[config.mk]
export PLATFORM = sky130hd
export DESIGN_NAME = i2c_deblock_seq
export DESIGN_NICKNAME = d
export VERILOG_FILES = /design/src/rtl/deblk_pkg.sv /design/src/rtl/deblk_sync.sv /design/src/rtl/deblk_wait_timer.sv /design/src/rtl/deblk_scl_pulser.sv /design/src/rtl/i2c_deblock_seq.sv
export SDC_FILE = /design/constraint.sdc
export NUM_CORES = 1
export LEC_CHECK = 0
export ABC_AREA = 1
export BUFFER_PORTS_ARGS = -buffer_cell sky130_fd_sc_hd__buf_4
export CAP_MARGIN = 25
export CORE_UTILIZATION = 50
export CTS_BUF_LIST = sky130_fd_sc_hd__clkbuf_4 sky130_fd_sc_hd__clkbuf_8
export CTS_CLUSTER_DIAMETER = 150
export DETAILED_ROUTE_END_ITERATION = 6
export GPL_ROUTABILITY_DRIVEN = 0
export PLACE_DENSITY_LB_ADDON = 0.05
export SYNTH_ARGS = -nofsm -noshare
export SYNTH_HDL_FRONTEND = slang
export SYNTH_SLANG_ARGS = --single-unit
[constraint.sdc]
create_clock -name clk -period 3 [get_ports clk]
set_input_delay 0 -clock clk [delete_from_list [all_inputs] [get_ports clk]]
set_output_delay 0 -clock clk [all_outputs]
set_load 0.01 [all_outputs]
[src/rtl/deblk_pkg.sv]
package deblk_pkg;
   typedef enum logic [1:0] {
      ACT_NONE    = 2'd0,
      ACT_STOP    = 2'd1,
      ACT_RECOVER = 2'd2,
      ACT_REINIT  = 2'd3
   } deblk_act_e;

   typedef enum logic [1:0] {
      RES_OK      = 2'd0,
      RES_TIMEOUT = 2'd1,
      RES_STUCK   = 2'd2
   } deblk_res_e;
endpackage

[src/rtl/deblk_sync.sv]
module deblk_sync #(
   parameter int STAGES  = 2,
   parameter bit RST_VAL = 1'b1
) (
   input  logic clk,
   input  logic rst_n,
   input  logic d_i,
   output logic q_o
);
   generate
      if (STAGES < 2) begin : g_bad_stages
         $error("deblk_sync: STAGES must be at least 2");
      end
   endgenerate

   logic [STAGES-1:0] chain;

   always_ff @(posedge clk or negedge rst_n) begin
      if (!rst_n) chain <= {STAGES{RST_VAL}};
      else        chain <= {chain[STAGES-2:0], d_i};
   end

   assign q_o = chain[STAGES-1];
endmodule

[src/rtl/deblk_wait_timer.sv]
module deblk_wait_timer #(
   parameter int LIMIT = 5000
) (
   input  logic clk,
   input  logic rst_n,
   input  logic en_i,
   output logic expired_o
);
   localparam int CW = (LIMIT > 2) ? $clog2(LIMIT) : 1;
   localparam logic [CW-1:0] LAST = CW'(LIMIT - 1);

   generate
      if (LIMIT < 2) begin : g_bad_limit
         $error("deblk_wait_timer: LIMIT must be at least 2");
      end
   endgenerate

   logic [CW-1:0] cnt;

   always_ff @(posedge clk or negedge rst_n) begin
      if (!rst_n)      cnt <= '0;
      else if (!en_i)  cnt <= '0;
      else if (cnt != LAST) cnt <= cnt + 1'b1;
   end

   assign expired_o = en_i && (cnt == LAST);

   // counter never passes the last count of the window
   p_cnt_bound_r7: assert property (@(posedge clk) disable iff (!rst_n)
      cnt <= LAST);
endmodule

[src/rtl/deblk_scl_pulser.sv]
module deblk_scl_pulser #(
   parameter int HALF_PERIOD = 4,
   parameter int MAX_PULSES  = 9
) (
   input  logic clk,
   input  logic rst_n,
   input  logic go_i,
   input  logic sda_high_i,
   output logic scl_low_o,
   output logic released_o,
   output logic stuck_o
);
   localparam int HW = (HALF_PERIOD > 2) ? $clog2(HALF_PERIOD) : 1;
   localparam int PW = $clog2(MAX_PULSES + 1);
   localparam logic [HW-1:0] PH_LAST = HW'(HALF_PERIOD - 1);
   localparam logic [PW-1:0] P_MAX   = PW'(MAX_PULSES);

   generate
      if (HALF_PERIOD < 2) begin : g_bad_half
         $error("deblk_scl_pulser: HALF_PERIOD must be at least 2");
      end
      if (MAX_PULSES < 1) begin : g_bad_max
         $error("deblk_scl_pulser: MAX_PULSES must be at least 1");
      end
   endgenerate

   logic          active, low_ph;
   logic [HW-1:0] ph_cnt;
   logic [PW-1:0] pulses;
   logic [PW-1:0] pulses_nx;

   assign pulses_nx = pulses + 1'b1;

   always_ff @(posedge clk or negedge rst_n) begin
      if (!rst_n) begin
         active     <= 1'b0;
         low_ph     <= 1'b0;
         ph_cnt     <= '0;
         pulses     <= '0;
         released_o <= 1'b0;
         stuck_o    <= 1'b0;
      end else begin
         released_o <= 1'b0;
         stuck_o    <= 1'b0;
         if (go_i && !active) begin
            active <= 1'b1;
            low_ph <= 1'b1;
            ph_cnt <= '0;
            pulses <= '0;
         end else if (active) begin
            if (ph_cnt != PH_LAST) begin
               ph_cnt <= ph_cnt + 1'b1;
            end else begin
               ph_cnt <= '0;
               if (low_ph) begin
                  low_ph <= 1'b0;
               end else begin
                  pulses <= pulses_nx;
                  if (sda_high_i) begin
                     active     <= 1'b0;
                     released_o <= 1'b1;
                  end else if (pulses_nx == P_MAX) begin
                     active  <= 1'b0;
                     stuck_o <= 1'b1;
                  end else begin
                     low_ph <= 1'b1;
                  end
               end
            end
         end
      end
   end

   assign scl_low_o = active && low_ph;

   // a stuck report only after the full pulse budget
   p_stuck_count_r5: assert property (@(posedge clk) disable iff (!rst_n)
      stuck_o |-> (pulses == P_MAX));
   // pulse count never passes the budget
   p_pulse_bound_r5: assert property (@(posedge clk) disable iff (!rst_n)
      pulses <= P_MAX);
   // released and stuck never reported together
   p_one_end_r4: assert property (@(posedge clk) disable iff (!rst_n)
      !(released_o && stuck_o));
endmodule

[src/rtl/i2c_deblock_seq.sv]
module i2c_deblock_seq
   import deblk_pkg::*;
#(
   parameter int SYNC_STAGES    = 2,
   parameter int TIMEOUT_CYCLES = 5000,
   parameter int HALF_PERIOD    = 4,
   parameter int MAX_PULSES     = 9
) (
   input  logic       clk,
   input  logic       rst_n,
   input  logic       start_i,
   input  logic       sda_i,
   input  logic       scl_i,
   input  logic       stop_done_i,
   input  logic       reinit_done_i,
   output logic       stop_req_o,
   output logic       scl_low_o,
   output logic       reinit_req_o,
   output logic       recover_done_o,
   output logic       busy_o,
   output logic       done_o,
   output logic [1:0] status_o,
   output logic [1:0] action_o
);
   typedef enum logic [1:0] {S_IDLE, S_STOP, S_REC, S_REINIT} seq_st_e;

   seq_st_e    st;
   logic       sda_s, scl_s;
   logic       tmo, rec_rel, rec_stuck, rec_go;
   logic       done_q;
   deblk_res_e res_q;
   deblk_act_e act_q;

   deblk_sync #(.STAGES(SYNC_STAGES), .RST_VAL(1'b1)) u_sync_sda (
      .clk(clk), .rst_n(rst_n), .d_i(sda_i), .q_o(sda_s));
   deblk_sync #(.STAGES(SYNC_STAGES), .RST_VAL(1'b1)) u_sync_scl (
      .clk(clk), .rst_n(rst_n), .d_i(scl_i), .q_o(scl_s));

   deblk_wait_timer #(.LIMIT(TIMEOUT_CYCLES)) u_timer (
      .clk(clk), .rst_n(rst_n),
      .en_i(st == S_STOP || st == S_REINIT),
      .expired_o(tmo));

   assign rec_go = (st == S_IDLE) && start_i && !sda_s && scl_s;

   deblk_scl_pulser #(.HALF_PERIOD(HALF_PERIOD), .MAX_PULSES(MAX_PULSES)) u_pulser (
      .clk(clk), .rst_n(rst_n), .go_i(rec_go), .sda_high_i(sda_s),
      .scl_low_o(scl_low_o), .released_o(rec_rel), .stuck_o(rec_stuck));

   always_ff @(posedge clk or negedge rst_n) begin
      if (!rst_n) begin
         st     <= S_IDLE;
         done_q <= 1'b0;
         res_q  <= RES_OK;
         act_q  <= ACT_NONE;
      end else begin
         done_q <= 1'b0;
         case (st)
            S_IDLE: if (start_i) begin
               case ({sda_s, scl_s})
                  2'b11: begin
                     act_q  <= ACT_NONE;
                     res_q  <= RES_OK;
                     done_q <= 1'b1;
                  end
                  2'b10: begin act_q <= ACT_STOP;    st <= S_STOP;   end
                  2'b01: begin act_q <= ACT_RECOVER; st <= S_REC;    end
                  default: begin act_q <= ACT_REINIT; st <= S_REINIT; end
               endcase
            end
            S_STOP: if (stop_done_i) begin
               res_q <= RES_OK;      done_q <= 1'b1; st <= S_IDLE;
            end else if (tmo) begin
               res_q <= RES_TIMEOUT; done_q <= 1'b1; st <= S_IDLE;
            end
            S_REC: if (rec_rel) begin
               st <= S_STOP;
            end else if (rec_stuck) begin
               res_q <= RES_STUCK;   done_q <= 1'b1; st <= S_IDLE;
            end
            default: if (reinit_done_i) begin
               res_q <= RES_OK;      done_q <= 1'b1; st <= S_IDLE;
            end else if (tmo) begin
               res_q <= RES_TIMEOUT; done_q <= 1'b1; st <= S_IDLE;
            end
         endcase
      end
   end

   assign stop_req_o     = (st == S_STOP);
   assign reinit_req_o   = (st == S_REINIT);
   assign recover_done_o = rec_rel && (st == S_REC);
   assign busy_o         = (st != S_IDLE);
   assign done_o         = done_q;
   assign status_o       = res_q;
   assign action_o       = act_q;

   // requests are mutually exclusive
   p_one_req_r8: assert property (@(posedge clk) disable iff (!rst_n)
      $onehot0({stop_req_o, scl_low_o, reinit_req_o}));
   // completion is a single-cycle pulse without a fresh trigger
   p_done_pulse_r8: assert property (@(posedge clk) disable iff (!rst_n)
      (done_o && !start_i) |=> !done_o);
   // a release is followed by a STOP request
   p_rec_then_stop_r4: assert property (@(posedge clk) disable iff (!rst_n)
      recover_done_o |=> stop_req_o);
   // STOP request held until handshake or timeout
   p_stop_hold_r2: assert property (@(posedge clk) disable iff (!rst_n)
      (stop_req_o && !stop_done_i && !tmo) |=> stop_req_o);
   // reinit request held until handshake or timeout
   p_reinit_hold_r6: assert property (@(posedge clk) disable iff (!rst_n)
      (reinit_req_o && !reinit_done_i && !tmo) |=> reinit_req_o);
   // a trigger while busy leaves the chosen action alone
   p_busy_ignore_r9: assert property (@(posedge clk) disable iff (!rst_n)
      (busy_o && start_i) |=> $stable(action_o));
endmodule

==> metrics.txt <==
outcome finished, final reports clean; # H-tree levels 2; crit path time final 1.57 ns; Seq pwr share 0.472; Core Util, Final 0.627; fmax 638 MHz; global-route wire length before repair 5740 µm; Mean Syn Cell Area 7.98 µm²; WL/cell 11.7 µm; CTS root buffer clkbuf_4; Crit path max-delay family simple AND/OR/NAND/NOR gates; Power Total 1370 µW; Final Cycle Share 0.523; dpl ws 1.44 ns; Adder-Cell Fraction of Synth Area 0.0292; gr ovfl total 0; max incr delay on CP 0.42 ns; final count of hold timing violations 0; post-DR vias/cell 5.00; RSZ-0062 raised after global routing no; GRT Max-Usage Layer met2; Die Ht 60.6 µm; sequential area share after synthesis 0.499; Worst Tran Pin Value 0.418 ns; Syn Nets 226; Die ar. 0.00367 mm²; clk_skew 0.0102 ns; I/O Pins 17; Critical Path AT 1.80 ns; Antenna Violating Nets Remaining 0; Worst setup EP type flop; TritonCTS clock tree done; mux share of post-synthesis cell area 0; GRT met2 Usage 0.400; Hold Crit Class in -> reg; largest net degree at the start of global routing 35; Nets 251; buffers and inverters on the worst path 1; fill count 302; NetSw 502 µW; critical path required time 3.23 ns; CP Cell Sequence ha_1 > nand2_1 > nor2_1 > nand3_1 > nand2_1 > o21ai_0 > inv_1; Slew Limit Fails 0; Synthesis Warnings 0; Port-buffer cells 16; Post-Route WL 3350 µm; Leak 0.000981 µW; final hold slack 0.0618 ns; max_slew headroom 0.721; post-synthesis xor/xnor area fraction 0.0153; Crit Path Class reg -> reg; TNS Setup 0 ns; layout cell share with drive strength beyond 1 0.149; met1 Use GR 0.214; Crit Path Max Fanout 5; clock sink count 34; Clock transition at path regs 0.09 ns; Die X 60.6 µm; Post-Synth Simple-Gate Area 0.285; GRT Util Overall 0.218; clock share of power 0.203; clk_lat worst skew 0.34 ns; Max Buffers Root-to-Sink 2; Most Frequent Cell on Critical Path nand2_1; initial antenna violation count 0; pwr dens 690 mW/mm²; row cnt 20; 1st-iter DRT viols 64; final worst slack 1.43 ns; Synth cell types 27; # setup viols final 0; Initial Util 0.544; Synth Cell Area 0.00172 mm²; drt first pass iters 6; M3 GR Usage 0.0704; hpwl dp 2480 µm; peak supply drop 0.424 mV; Net Sw Frac 0.368; Worst path slowest cell dfrtp_1; largest family of logic cells by synthesized area simple AND/OR/NAND/NOR gates; crit start category flop; post_cts resized 0; Synth-to-Final Area Change 15.3%; CTS buffer count 5; core area 0.00315 mm²; Synth Area in Compound Gates 0.0802; Pint 863 µW; FF+latch count, synth 34; max cap viols 0; number of global-route vias before repair 1,460; diode count 0; part of the power in combinational logic 0.325; Synth Instances 215; vias post-DR 1,426; DRC violations left 0
-- final timing paths --
kind	to	depth (start not counted)	startpoint	slack, ns
max	done_o$_DFF_PN0_	7	u_timer.cnt[0]$_DFFE_PN0N_	1.43
min	st[0]$_DFFE_PN0P_	6	stop_done_i	0.06
max reg2reg	done_o$_DFF_PN0_	7	u_timer.cnt[0]$_DFFE_PN0N_	1.43
min reg2reg	u_sync_scl.chain[1]$_DFF_PN1_	0	u_sync_scl.chain[0]$_DFF_PN1_	0.36
max in group asynchronous	u_sync_sda.chain[1]$_DFF_PN1_	2	rst_n	2.52
min in group asynchronous	u_timer.cnt[12]$_DFFE_PN0N_	2	rst_n	0.14
-- per-stage QoR --
| stage | area [µm²] | cells |
|---|---|---|
| floorplan | 1720 | 215 |
| global placement | 1870 | 273 |
| detailed placement | 1870 | 273 |
| CTS | 1980 | 285 |
| global route | 1980 | 285 |
| finish | 1980 | 285 |
-- state kept, by name (all words and copies together), names as in the netlist --
register	cells
action_o	2
done_o	1
st	2
status_o	2
u_pulser.active	1
u_pulser.low_ph	1
u_pulser.ph_cnt	2
u_pulser.pulses	4
u_pulser.released_o	1
u_pulser.stuck_o	1
u_sync_scl.chain	2
u_sync_sda.chain	2
u_timer.cnt	13
-- placed cells by master, fill, tap and decap left out, types with 6 or more instances in the layout --
cell      synthesis  final
nor2_1           30     30
inv_1            32     32
a21oi_1          10     10
dfrtp_1          30     30
buf_4             0     16
o21ai_0          10     10
nor3_1            6      6
clkbuf_4          0      6
nand3_1          14     14
nand2_1          51     51
-- metal layers --
metal  wire length (µm)  vias to the layer above
met3                129                       12
met5                  0                        -
met2               1710                       26
met4                 90                        0
li1                   -                      724
met1               1410                      664
-- power by group through the flow --
stage / registers (µW) / clock network (µW) / logic (µW)
4_1_cts: 644 / 285 / 448
3_5_place_dp: 653 / 0 / 440
3_3_place_gp: 646 / 0 / 429
6_report: 644 / 278 / 444
2_1_floorplan: 634 / 0 / 316
5_1_grt: 656 / 304 / 512
-- layout make-up --
class,instances,area (µm²),area share
clock buffer,7,58.8,0.0297
tap,44,55.1,0.0278
clock inverter,1,5.00,0.00253
inverter,34,140,0.0708
sequential,34,856,0.433
multi-input combinational,145,703,0.355
timing repair buffer,20,160,0.0810
-- cell families (layout without fill, tap and decap cells) --
logic type	Yosys count	count (layout)
simple gates	113	113
flops	34	34
compound gates	25	25
buf+inv	36	62
fa+ha+maj	4	4
xor+xnor	3	3
-- what timing repair did --
item | CTS | global route
hold buffers | 4 | 0
setup buffers | 0 | 0
hold endpoints to repair | 37 | 0
-- worst min-delay path: cells and delay by family --
family | cells | cell delay [ns]
AND/OR/NAND/NOR | 4 | 0.25
buffers and inverters | 2 | 0.11
-- Yosys cell counts --
master	instances	area, µm²
nor2_1	30	113
or2_1	1	6.26
inv_2	1	3.75
dfrtp_1	30	751
nand3_1	14	70.1
buf_2	1	5.00
o21ai_0	10	50.1
xor2_1	2	17.5
a21oi_1	10	50.1
nand3b_1	1	7.51
nand2_1	51	191
buf_6	1	11.3
xnor2_1	1	8.76
ha_1	4	50.1
dfstp_2	4	105
o21bai_1	1	7.51
o31ai_1	1	7.51
or2_2	1	6.26
nor3_2	1	10.0
nor2_4	1	11.3
a21boi_0	1	7.51
nor2_2	3	18.8
o21a_1	2	15.0
inv_1	32	120
clkinv_8	1	16.3
nand4_1	4	25.0
nor3_1	6	30.0
No activity file was read; power rests on OpenSTA's default activity.
